<file path="config.mk">
export PLATFORM = sky130hd
export DESIGN_NAME = core_slot_decoder
export DESIGN_NICKNAME = d
export VERILOG_FILES = /design/src/rtl/csd_pkg.sv /design/src/rtl/csd_ctrl.sv /design/src/rtl/csd_datapath.sv /design/src/rtl/core_slot_decoder.sv
export SDC_FILE = /design/constraint.sdc
export NUM_CORES = 1
export LEC_CHECK = 0
export BUFFER_PORTS_ARGS = -buffer_cell sky130_fd_sc_hd__buf_2
export CORE_AREA = 5 5 131 133
export CTS_CLUSTER_SIZE = 14
export DETAILED_ROUTE_END_ITERATION = 16
export DIE_AREA = 0 0 136 138
export PLACE_DENSITY = 0.57
export SETUP_SLACK_MARGIN = 0.02
export SYNTH_ARGS = -nofsm -noshare
export SYNTH_HDL_FRONTEND = slang
export SYNTH_HIERARCHICAL = 1
export SYNTH_SLANG_ARGS = --single-unit
export TNS_END_PERCENT = 1
</file>
<file path="constraint.sdc">
create_clock -name clk -period 1.61 [get_ports clk]
set_clock_uncertainty 0.15 [all_clocks]
set_input_delay 0.161 -clock clk [delete_from_list [all_inputs] [get_ports clk]]
set_output_delay 0.161 -clock clk [all_outputs]
set_load 0.01 [all_outputs]
</file>
<file path="src/rtl/csd_pkg.sv">
package csd_pkg;
  localparam int ADDR_W    = 17;
  localparam int REG_W     = 8;
  localparam int SEL_W     = ADDR_W - REG_W;
  localparam int SPAN_LOG  = 2;
  localparam int BIG_REG_W = REG_W + SPAN_LOG;

  // read-return steering handed from control to datapath
  typedef struct packed {
    logic             rdS1;
    logic             smallHitS1;
    logic [SEL_W-1:0] smallIdxS1;
    logic             rdS2;
    logic             bigHitS2;
    logic             smallHitS2;
  } retCtrlT;
endpackage

</file>
<file path="src/rtl/csd_ctrl.sv">
module csd_ctrl
  import csd_pkg::*;
#(
  parameter int NUM_SMALL  = 4,
  parameter int SMALL_BASE = 0,
  parameter int BIG_BASE   = 8
) (
  input  logic                  clk,
  input  logic                  rstN,
  input  logic [ADDR_W-1:0]     busAddr,
  input  logic                  busWr,
  input  logic                  busRd,
  output logic [NUM_SMALL-1:0]  smallWr,
  output logic [NUM_SMALL-1:0]  smallRd,
  output logic                  bigWr,
  output logic                  bigRd,
  output logic [REG_W-1:0]      regIdx,
  output logic [BIG_REG_W-1:0]  bigIdx,
  output retCtrlT               retCtrl
);
  localparam logic [SEL_W-1:0] SMALL_LO  = SEL_W'(SMALL_BASE);
  localparam logic [SEL_W-1:0] SMALL_CNT = SEL_W'(NUM_SMALL);
  localparam logic [SEL_W-SPAN_LOG-1:0] BIG_GROUP = (SEL_W-SPAN_LOG)'(BIG_BASE >> SPAN_LOG);

  logic [SEL_W-1:0] coreSel;
  logic [SEL_W-1:0] smallOfs;
  logic             smallHit;
  logic             bigHit;

  assign coreSel  = busAddr[ADDR_W-1:REG_W];
  assign smallOfs = coreSel - SMALL_LO;
  assign smallHit = (coreSel >= SMALL_LO) && (smallOfs < SMALL_CNT);
  assign bigHit   = (coreSel[SEL_W-1:SPAN_LOG] == BIG_GROUP);

  assign regIdx = busAddr[REG_W-1:0];
  // base is a multiple of four, so the slot offset is the low selector bits
  assign bigIdx = {coreSel[SPAN_LOG-1:0], busAddr[REG_W-1:0]};

  genvar gi;
  generate
    for (gi = 0; gi < NUM_SMALL; gi++) begin : g_strobe
      assign smallWr[gi] = busWr && smallHit && (smallOfs == SEL_W'(gi));
      assign smallRd[gi] = busRd && smallHit && (smallOfs == SEL_W'(gi));
    end
  endgenerate

  assign bigWr = busWr && bigHit;
  assign bigRd = busRd && bigHit;

  // return pipeline: stage 1 matches the core's own register, stage 2 the delay stage
  logic             rdS1, smallHitS1, bigHitS1;
  logic [SEL_W-1:0] smallIdxS1;
  logic             rdS2, smallHitS2, bigHitS2;

  always_ff @(posedge clk or negedge rstN) begin
    if (!rstN) begin
      rdS1       <= 1'b0;
      smallHitS1 <= 1'b0;
      bigHitS1   <= 1'b0;
      smallIdxS1 <= '0;
      rdS2       <= 1'b0;
      smallHitS2 <= 1'b0;
      bigHitS2   <= 1'b0;
    end else begin
      rdS1       <= busRd;
      smallHitS1 <= busRd && smallHit;
      bigHitS1   <= busRd && bigHit;
      smallIdxS1 <= smallOfs;
      rdS2       <= rdS1;
      smallHitS2 <= smallHitS1;
      bigHitS2   <= bigHitS1;
    end
  end

  always_comb begin
    retCtrl.rdS1       = rdS1;
    retCtrl.smallHitS1 = smallHitS1;
    retCtrl.smallIdxS1 = smallIdxS1;
    retCtrl.rdS2       = rdS2;
    retCtrl.bigHitS2   = bigHitS2;
    retCtrl.smallHitS2 = smallHitS2;
  end
endmodule

</file>
<file path="src/rtl/csd_datapath.sv">
module csd_datapath
  import csd_pkg::*;
#(
  parameter int NUM_SMALL = 4,
  parameter int DATA_W    = 32
) (
  input  logic                        clk,
  input  logic                        rstN,
  input  retCtrlT                     retCtrl,
  input  logic [NUM_SMALL*DATA_W-1:0] smallRdata,
  input  logic [DATA_W-1:0]           bigRdata,
  output logic [DATA_W-1:0]           busRdata
);
  logic [DATA_W-1:0] smallPick;
  logic [DATA_W-1:0] smallHold;

  // choose among ordinary cores first, then delay a single word
  always_comb begin
    smallPick = '0;
    for (int i = 0; i < NUM_SMALL; i++) begin
      if (retCtrl.rdS1 && retCtrl.smallHitS1 && retCtrl.smallIdxS1 == SEL_W'(i))
        smallPick = smallRdata[i*DATA_W +: DATA_W];
    end
  end

  always_ff @(posedge clk or negedge rstN) begin
    if (!rstN) smallHold <= '0;
    else       smallHold <= smallPick;
  end

  always_comb begin
    busRdata = '0;
    if (retCtrl.rdS2) begin
      if (retCtrl.bigHitS2)        busRdata = bigRdata;
      else if (retCtrl.smallHitS2) busRdata = smallHold;
    end
  end
endmodule

</file>
<file path="src/rtl/core_slot_decoder.sv">
module core_slot_decoder
  import csd_pkg::*;
#(
  parameter int DATA_W     = 32,
  parameter int NUM_SMALL  = 4,
  parameter int SMALL_BASE = 0,
  parameter int BIG_BASE   = 8,
  parameter logic [NUM_SMALL:0] RST_LOW_MASK = (NUM_SMALL+1)'(11)
) (
  input  logic                        clk,
  input  logic                        sysRstN,
  input  logic [16:0]                 busAddr,
  input  logic                        busWr,
  input  logic                        busRd,
  input  logic [DATA_W-1:0]           busWdata,
  output logic [DATA_W-1:0]           busRdata,
  output logic [NUM_SMALL-1:0]        smallRst,
  output logic [NUM_SMALL-1:0]        smallWr,
  output logic [NUM_SMALL-1:0]        smallRd,
  output logic [7:0]                  smallAddr,
  output logic [DATA_W-1:0]           smallWdata,
  input  logic [NUM_SMALL*DATA_W-1:0] smallRdata,
  output logic                        bigRst,
  output logic                        bigWr,
  output logic                        bigRd,
  output logic [9:0]                  bigAddr,
  output logic [DATA_W-1:0]           bigWdata,
  input  logic [DATA_W-1:0]           bigRdata
);
  retCtrlT retCtrl;

  csd_ctrl #(
    .NUM_SMALL(NUM_SMALL), .SMALL_BASE(SMALL_BASE), .BIG_BASE(BIG_BASE)
  ) ctrl_i (
    .clk(clk), .rstN(sysRstN), .busAddr(busAddr), .busWr(busWr), .busRd(busRd),
    .smallWr(smallWr), .smallRd(smallRd), .bigWr(bigWr), .bigRd(bigRd),
    .regIdx(smallAddr), .bigIdx(bigAddr), .retCtrl(retCtrl)
  );

  csd_datapath #(
    .NUM_SMALL(NUM_SMALL), .DATA_W(DATA_W)
  ) dp_i (
    .clk(clk), .rstN(sysRstN), .retCtrl(retCtrl),
    .smallRdata(smallRdata), .bigRdata(bigRdata), .busRdata(busRdata)
  );

  assign smallWdata = busWdata;
  assign bigWdata   = busWdata;

  genvar gi;
  generate
    for (gi = 0; gi < NUM_SMALL; gi++) begin : g_rst
      if (RST_LOW_MASK[gi]) begin : g_low
        assign smallRst[gi] = sysRstN;
      end else begin : g_high
        assign smallRst[gi] = ~sysRstN;
      end
    end
    if (RST_LOW_MASK[NUM_SMALL]) begin : g_big_low
      assign bigRst = sysRstN;
    end else begin : g_big_high
      assign bigRst = ~sysRstN;
    end
  endgenerate
endmodule

</file>
# == Word-level counts from Yosys, hierarchy flattened ==
# Index checks and enable logic that the tools add are counted.
# classes
add_sub_neg,0
multipliers,0
div,0
order_cmp,2
n_eq_ne,7
n_shift,0
muxes,7
bitwise,1
n_reduce_logical,20
# ops
op,count
$mux W32,7
$eq A9 B2 Y1 const B,4
$eq A9 B1 Y1 const B,2
$logic_and A1 B1 Y1,18
$logic_not A9 Y1,2
$ge A9 B1 Y1 const B,1
$lt A9 B3 Y1 const B,1
$eq A7 B2 Y1 const B,1
$not A1 Y1,1
# word_totals
regBits,47
latchBits,0
mem_bits_rw,0
rom_bits,0
word_cells,45
mem_count,0

# == Logic depth before layout (Yosys ltp) ==
# logic_depth
ltp_word,6
depth_mapped,5
ltp_nobuf,2

# == Hierarchy ==
# Netlist, hierarchy kept.
# modules_own_cells
mod,instances,cells_per_inst,area_each_um2,seq_area_each_um2
csd_datapath,1,224,2600.0,800.8
csd_ctrl,1,58,679.4,375.4
core_slot_decoder,1,69,514.2,0.0

# == Worst setup path after synthesis ==
# OpenSTA, ideal clock, no wires.
# synth_path
kind,input port to flip-flop
start,input busAddr[14]
end,register ctrl_i.bigHitS1
t_arrival_ps,1301
t_required_ps,1283
path_slack_ps,-18
stages,3
path_cell_list,or4_4 > buf_6 > nor4_1
# synth_between
elab_chain_cells,2
# synth_lines
element,line_no,source
"start, declared",core_slot_decoder.sv:12,"input logic [16:0] busAddr,"
$eq A7 B2 Y1,csd_ctrl.sv:33,assign bigHit = (coreSel[SEL_W-1:SPAN_LOG] == BIG_GROUP);
$logic_and A1 B1 Y1,--,
via bigRd,core_slot_decoder.sv:25,"output logic bigRd,"
"end signal, assigned",csd_ctrl.sv:67,bigHitS1 <= busRd && bigHit;
"end, declared",csd_ctrl.sv:51,"logic rdS1, smallHitS1, bigHitS1;"
# The timed path passes the listed nets, and every way through them passes these cells.

# == Worst setup path after layout ==
# layout_path
start,register ctrl_i.bigHitS2
end,output busRdata[2]
# layout_between
elab_chain_cells,2
# layout_lines
element,line_no,source
"start, declared",csd_ctrl.sv:53,"logic rdS2, smallHitS2, bigHitS2;"
"start signal, assigned",csd_ctrl.sv:71,bigHitS2 <= bigHitS1;
$mux W32,csd_datapath.sv:34,if (retCtrl.bigHitS2) busRdata = bigRdata;
$mux W32,csd_datapath.sv:33,if (retCtrl.rdS2) begin
"end, declared",core_slot_decoder.sv:16,"output logic [DATA_W-1:0] busRdata,"
# No other way between the ends.

==> out/summary.log <==
qor: place.placement.setup.worst_slack -0.0552 ns
qor: yosys.synthesis.area 0.00379 mm²
qor: yosys.synth_top_area_share 31.0%
qor: timing.achievable-frequency 569 MHz
qor: place.dp_area 0.00454 mm²
qor: timing.timing.final.ws_setup -0.146 ns
qor: clocking.cts_num_sinks 47
qor: pwr.p_clk_share 38.3%
qor: flow_run.cap_viol_max_count 0
qor: die.core_area 0.0157 mm²
qor: clocking.clkSlewWorstSetupHoldPaths 0.08 ns
qor: clocking.clock_latency 0.30 ns
qor: pwr.power_switching 0.733 mW
qor: detailed_routing.drcViolationCount 0
qor: critical_path.crit_fanout 34
qor: timing.slew_viol_final 0
qor: global_routing.globalRouteTotalUtil 13.7%
qor: timing.setup_viol_count_final 40
qor: pwr.p_seq_share 41.9%
qor: pwr.irDropWorstVdd 414 µV
qor: clocking.cts-hold-fix-buffers 11
qor: outcome.failed_checks hold timing, setup timing
qor: global_routing.grt_first_pass_wirelength 20.2 mm
qor: layout.final_cell_area 0.00488 mm²
qor: die.num_io_pins 342
qor: place.gpl.final_weighted_congestion 0.821
qor: yosys.synth_sequential_area_ratio 31.0%
qor: die.start_util 24.1%
qor: layout.n_antenna_cell 0
qor: detailed_routing.avgRoutedWirePerCell 18.9 µm
qor: min_path.min-delay-path-class input port to register
qor: detailed_routing.drtAntennaViolNets 0
qor: critical_path.worst_setup_path_end_kind output pin
qor: pwr.power.share.switching 25.5%
qor: detailed_routing.detailedRoute.firstIterationViolations 66
qor: yosys.postSynthAreaPerCell 10.8 µm²
qor: place.post-place-cells 688
qor: die.die_x 136 µm
qor: clocking.ctsRootBufferMaster sky130_fd_sc_hd__clkbuf_16
qor: yosys.yosysWarnings 6
qor: place.detailed_place_hpwl 11.1 mm
qor: die.core_rows 46
qor: yosys.synth-seq-cells 47
qor: global_routing.grt_start_max_net_pins 35
qor: critical_path.critPathKind register to output pin
qor: global_routing.grt_overflow_total 0
qor: timing.grt_setup_unrepaired yes
qor: yosys.yosys.area.top_type sky130_fd_sc_hd__dfrtp_1
qor: detailed_routing.dr_total_vias 3,215
qor: timing.finalWorstPathRequiredPeriod 1.76 ns
qor: critical_path.cp_data_arrival_time 1.45 ns
qor: layout.layout_commonest_cell sky130_fd_sc_hd__buf_2
qor: outcome.outcome complete, but fails checks
qor: pwr.internal_power 2.14 mW
qor: critical_path.category_of_the_worst_setup_path_launch_point register
qor: layout.drive_gt1_share 61.9%
qor: critical_path.crit_slowest_cell sky130_fd_sc_hd__dfrtp_2
qor: detailed_routing.routed_via_density 4.55
qor: yosys.syn-num-nets 564
qor: yosys.syn-instance-count 351
qor: layout.finalNetCount 703
qor: yosys.netlist-cell-type-count 21
qor: detailed_routing.totalWireLength 13.4 mm
qor: layout.leading_cell_types_in_the_layout_fill_and_taps_excluded sky130_fd_sc_hd__buf_2, sky130_fd_sc_hd__dfrtp_1, sky130_fd_sc_hd__nand2_1
qor: layout.layout_area_overhead 28.7%
qor: global_routing.first_global_vias 3,651
qor: pwr.finalPower 2.87 mW
qor: clocking.tritoncts yes
qor: place.io_buffers 221
qor: timing.slew_headroom 75.8%
qor: clocking.htreeDepth 2
qor: timing.worst_hold_slack_after_final_layout -0.0581 ns
qor: critical_path.crit_path_max_incr_delay 0.45 ns
qor: pwr.power-per-cell-area 589 mW/mm²
qor: global_routing.antenna_violations_before_repair 1
qor: clocking.numCtsBuffers 5
qor: pwr.static-leakage-power 2.29 nW
qor: critical_path.worstPathCellList buf_12, nand3b_1, a21boi_2, buf_2
qor: timing.timing_hold_violations_final 1
qor: layout.finish.cell_count_without_fillers 707
qor: timing.worst-slew-pin-transition 0.363 ns
qor: die.floorplan.die.height 138 µm
qor: die.floorplan.die_area 0.0188 mm²
qor: timing.final.period_utilization 109%
qor: clocking.max-clock-path-buffers 2
qor: yosys.synth.area.top_cells sky130_fd_sc_hd__dfrtp_1, sky130_fd_sc_hd__buf_4, sky130_fd_sc_hd__mux4_2, sky130_fd_sc_hd__and4_1, sky130_fd_sc_hd__a21boi_0
qor: pwr.share_comb_of_total_power 19.8%
qor: detailed_routing.firstDrtPassIters 4
qor: critical_path.worst-endpoint-required 1.30 ns
==> power groups by stage <==
stage	sequential [mW]	clock (mW)	combinational, mW
after floorplan	1.22	0	0.457
final	1.20	1.10	0.570
after global placement	1.23	0	0.530
after global routing	1.20	1.18	0.620
after detailed placement	1.23	0	0.544
after CTS	1.20	1.13	0.573
==> per-stage QoR <==
stage | util, % | TNS (ns)
3_3_place_gp | 28.9 | -0.118
2_1_floorplan | - | 0
3_5_place_dp | 28.9 | -0.369
5_1_grt | 31.1 | -6.36
6_report | 31.1 | -3.25
4_1_cts | 30.8 | -4.01
==> final cells by class <==
class	instances	area (µm²)
sequential	47	1180
fill	1616	10800
clock buffer	5	125
tap	216	270
timing repair buffer	253	1450
inverter	1	3.75
clock inverter	3	28.8
multi-input combinational	182	1830
==> cell usage after synthesis, drive strengths merged <==
master and n:
buf 99, dfrtp 47, nand2 35, a21boi 32
and4 32, mux4 32, nand3b 32, clkbuf 22
nor3 7, nor4 4, nand2b 2, nor2 2
or4b 2, and4bb 1, inv 1, or4 1
==> registers in the layout, indices dropped and copies added (netlist names) <==
| register | count |
|---|---|
| ctrl_i/rdS2 | 1 |
| ctrl_i/rdS1 | 1 |
| dp_i/smallHold | 32 |
| ctrl_i/bigHitS2 | 1 |
| ctrl_i/smallIdxS1 | 9 |
| ctrl_i/smallHitS1 | 1 |
| ctrl_i/smallHitS2 | 1 |
| ctrl_i/bigHitS1 | 1 |
==> worst max-delay path, delay by kind of cell (launching register included) <==
family / cells / cell delay (ns)
DFF: 1 / 0.45
and+or+nand+nor: 1 / 0.22
buffers and inverters: 2 / 0.32
AOI/OAI and AO/OA: 1 / 0.16
==> path summary, 6_finish.rpt <==
check,slack [ns],from,endpoint,cells after the start
max,-0.15,ctrl_i/bigHitS2,busRdata[2],4
min,-0.06,busAddr[15],ctrl_i/bigHitS1,2
max reg2reg,-0.03,ctrl_i/smallIdxS1[0],dp_i/smallHold[19],3
min reg2reg,0.21,ctrl_i/bigHitS1,ctrl_i/bigHitS2,0
max in group asynchronous,0.65,sysRstN,dp_i/smallHold[17],3
min in group asynchronous,0.06,sysRstN,ctrl_i/bigHitS1,2
==> cell families (layout without fill, tap and decap cells) <==
kind of cell    Yosys count  in the layout  synth area share (%)
compound gates           32             32                  6.33
simple gates            118            118                  20.6
flops                    47             47                  31.0
mux                      32             32                  19.2
buf+inv                 122            262                  22.9
==> per-layer routing <==
layer  wire (µm)  up-vias  part of all wire [%]  global-route usage (%)
met5          12        -                 0.090                       0
met4         254        2                   1.9                    3.93
met3        1300       31                   9.7                    3.88
met2        6870      195                    51                    25.0
met1        4930     1522                    37                    15.4
li1            -     1465                     -                       -
==> what timing repair did <==
action,4_1_cts,5_1_grt
gates resized for setup,40,11
endpoints found under the hold margin,58,1
pin swaps,52,11
buffers inserted,0,0
endpoints found under the setup margin,60,70
No activity file was read; power rests on OpenSTA's default activity.
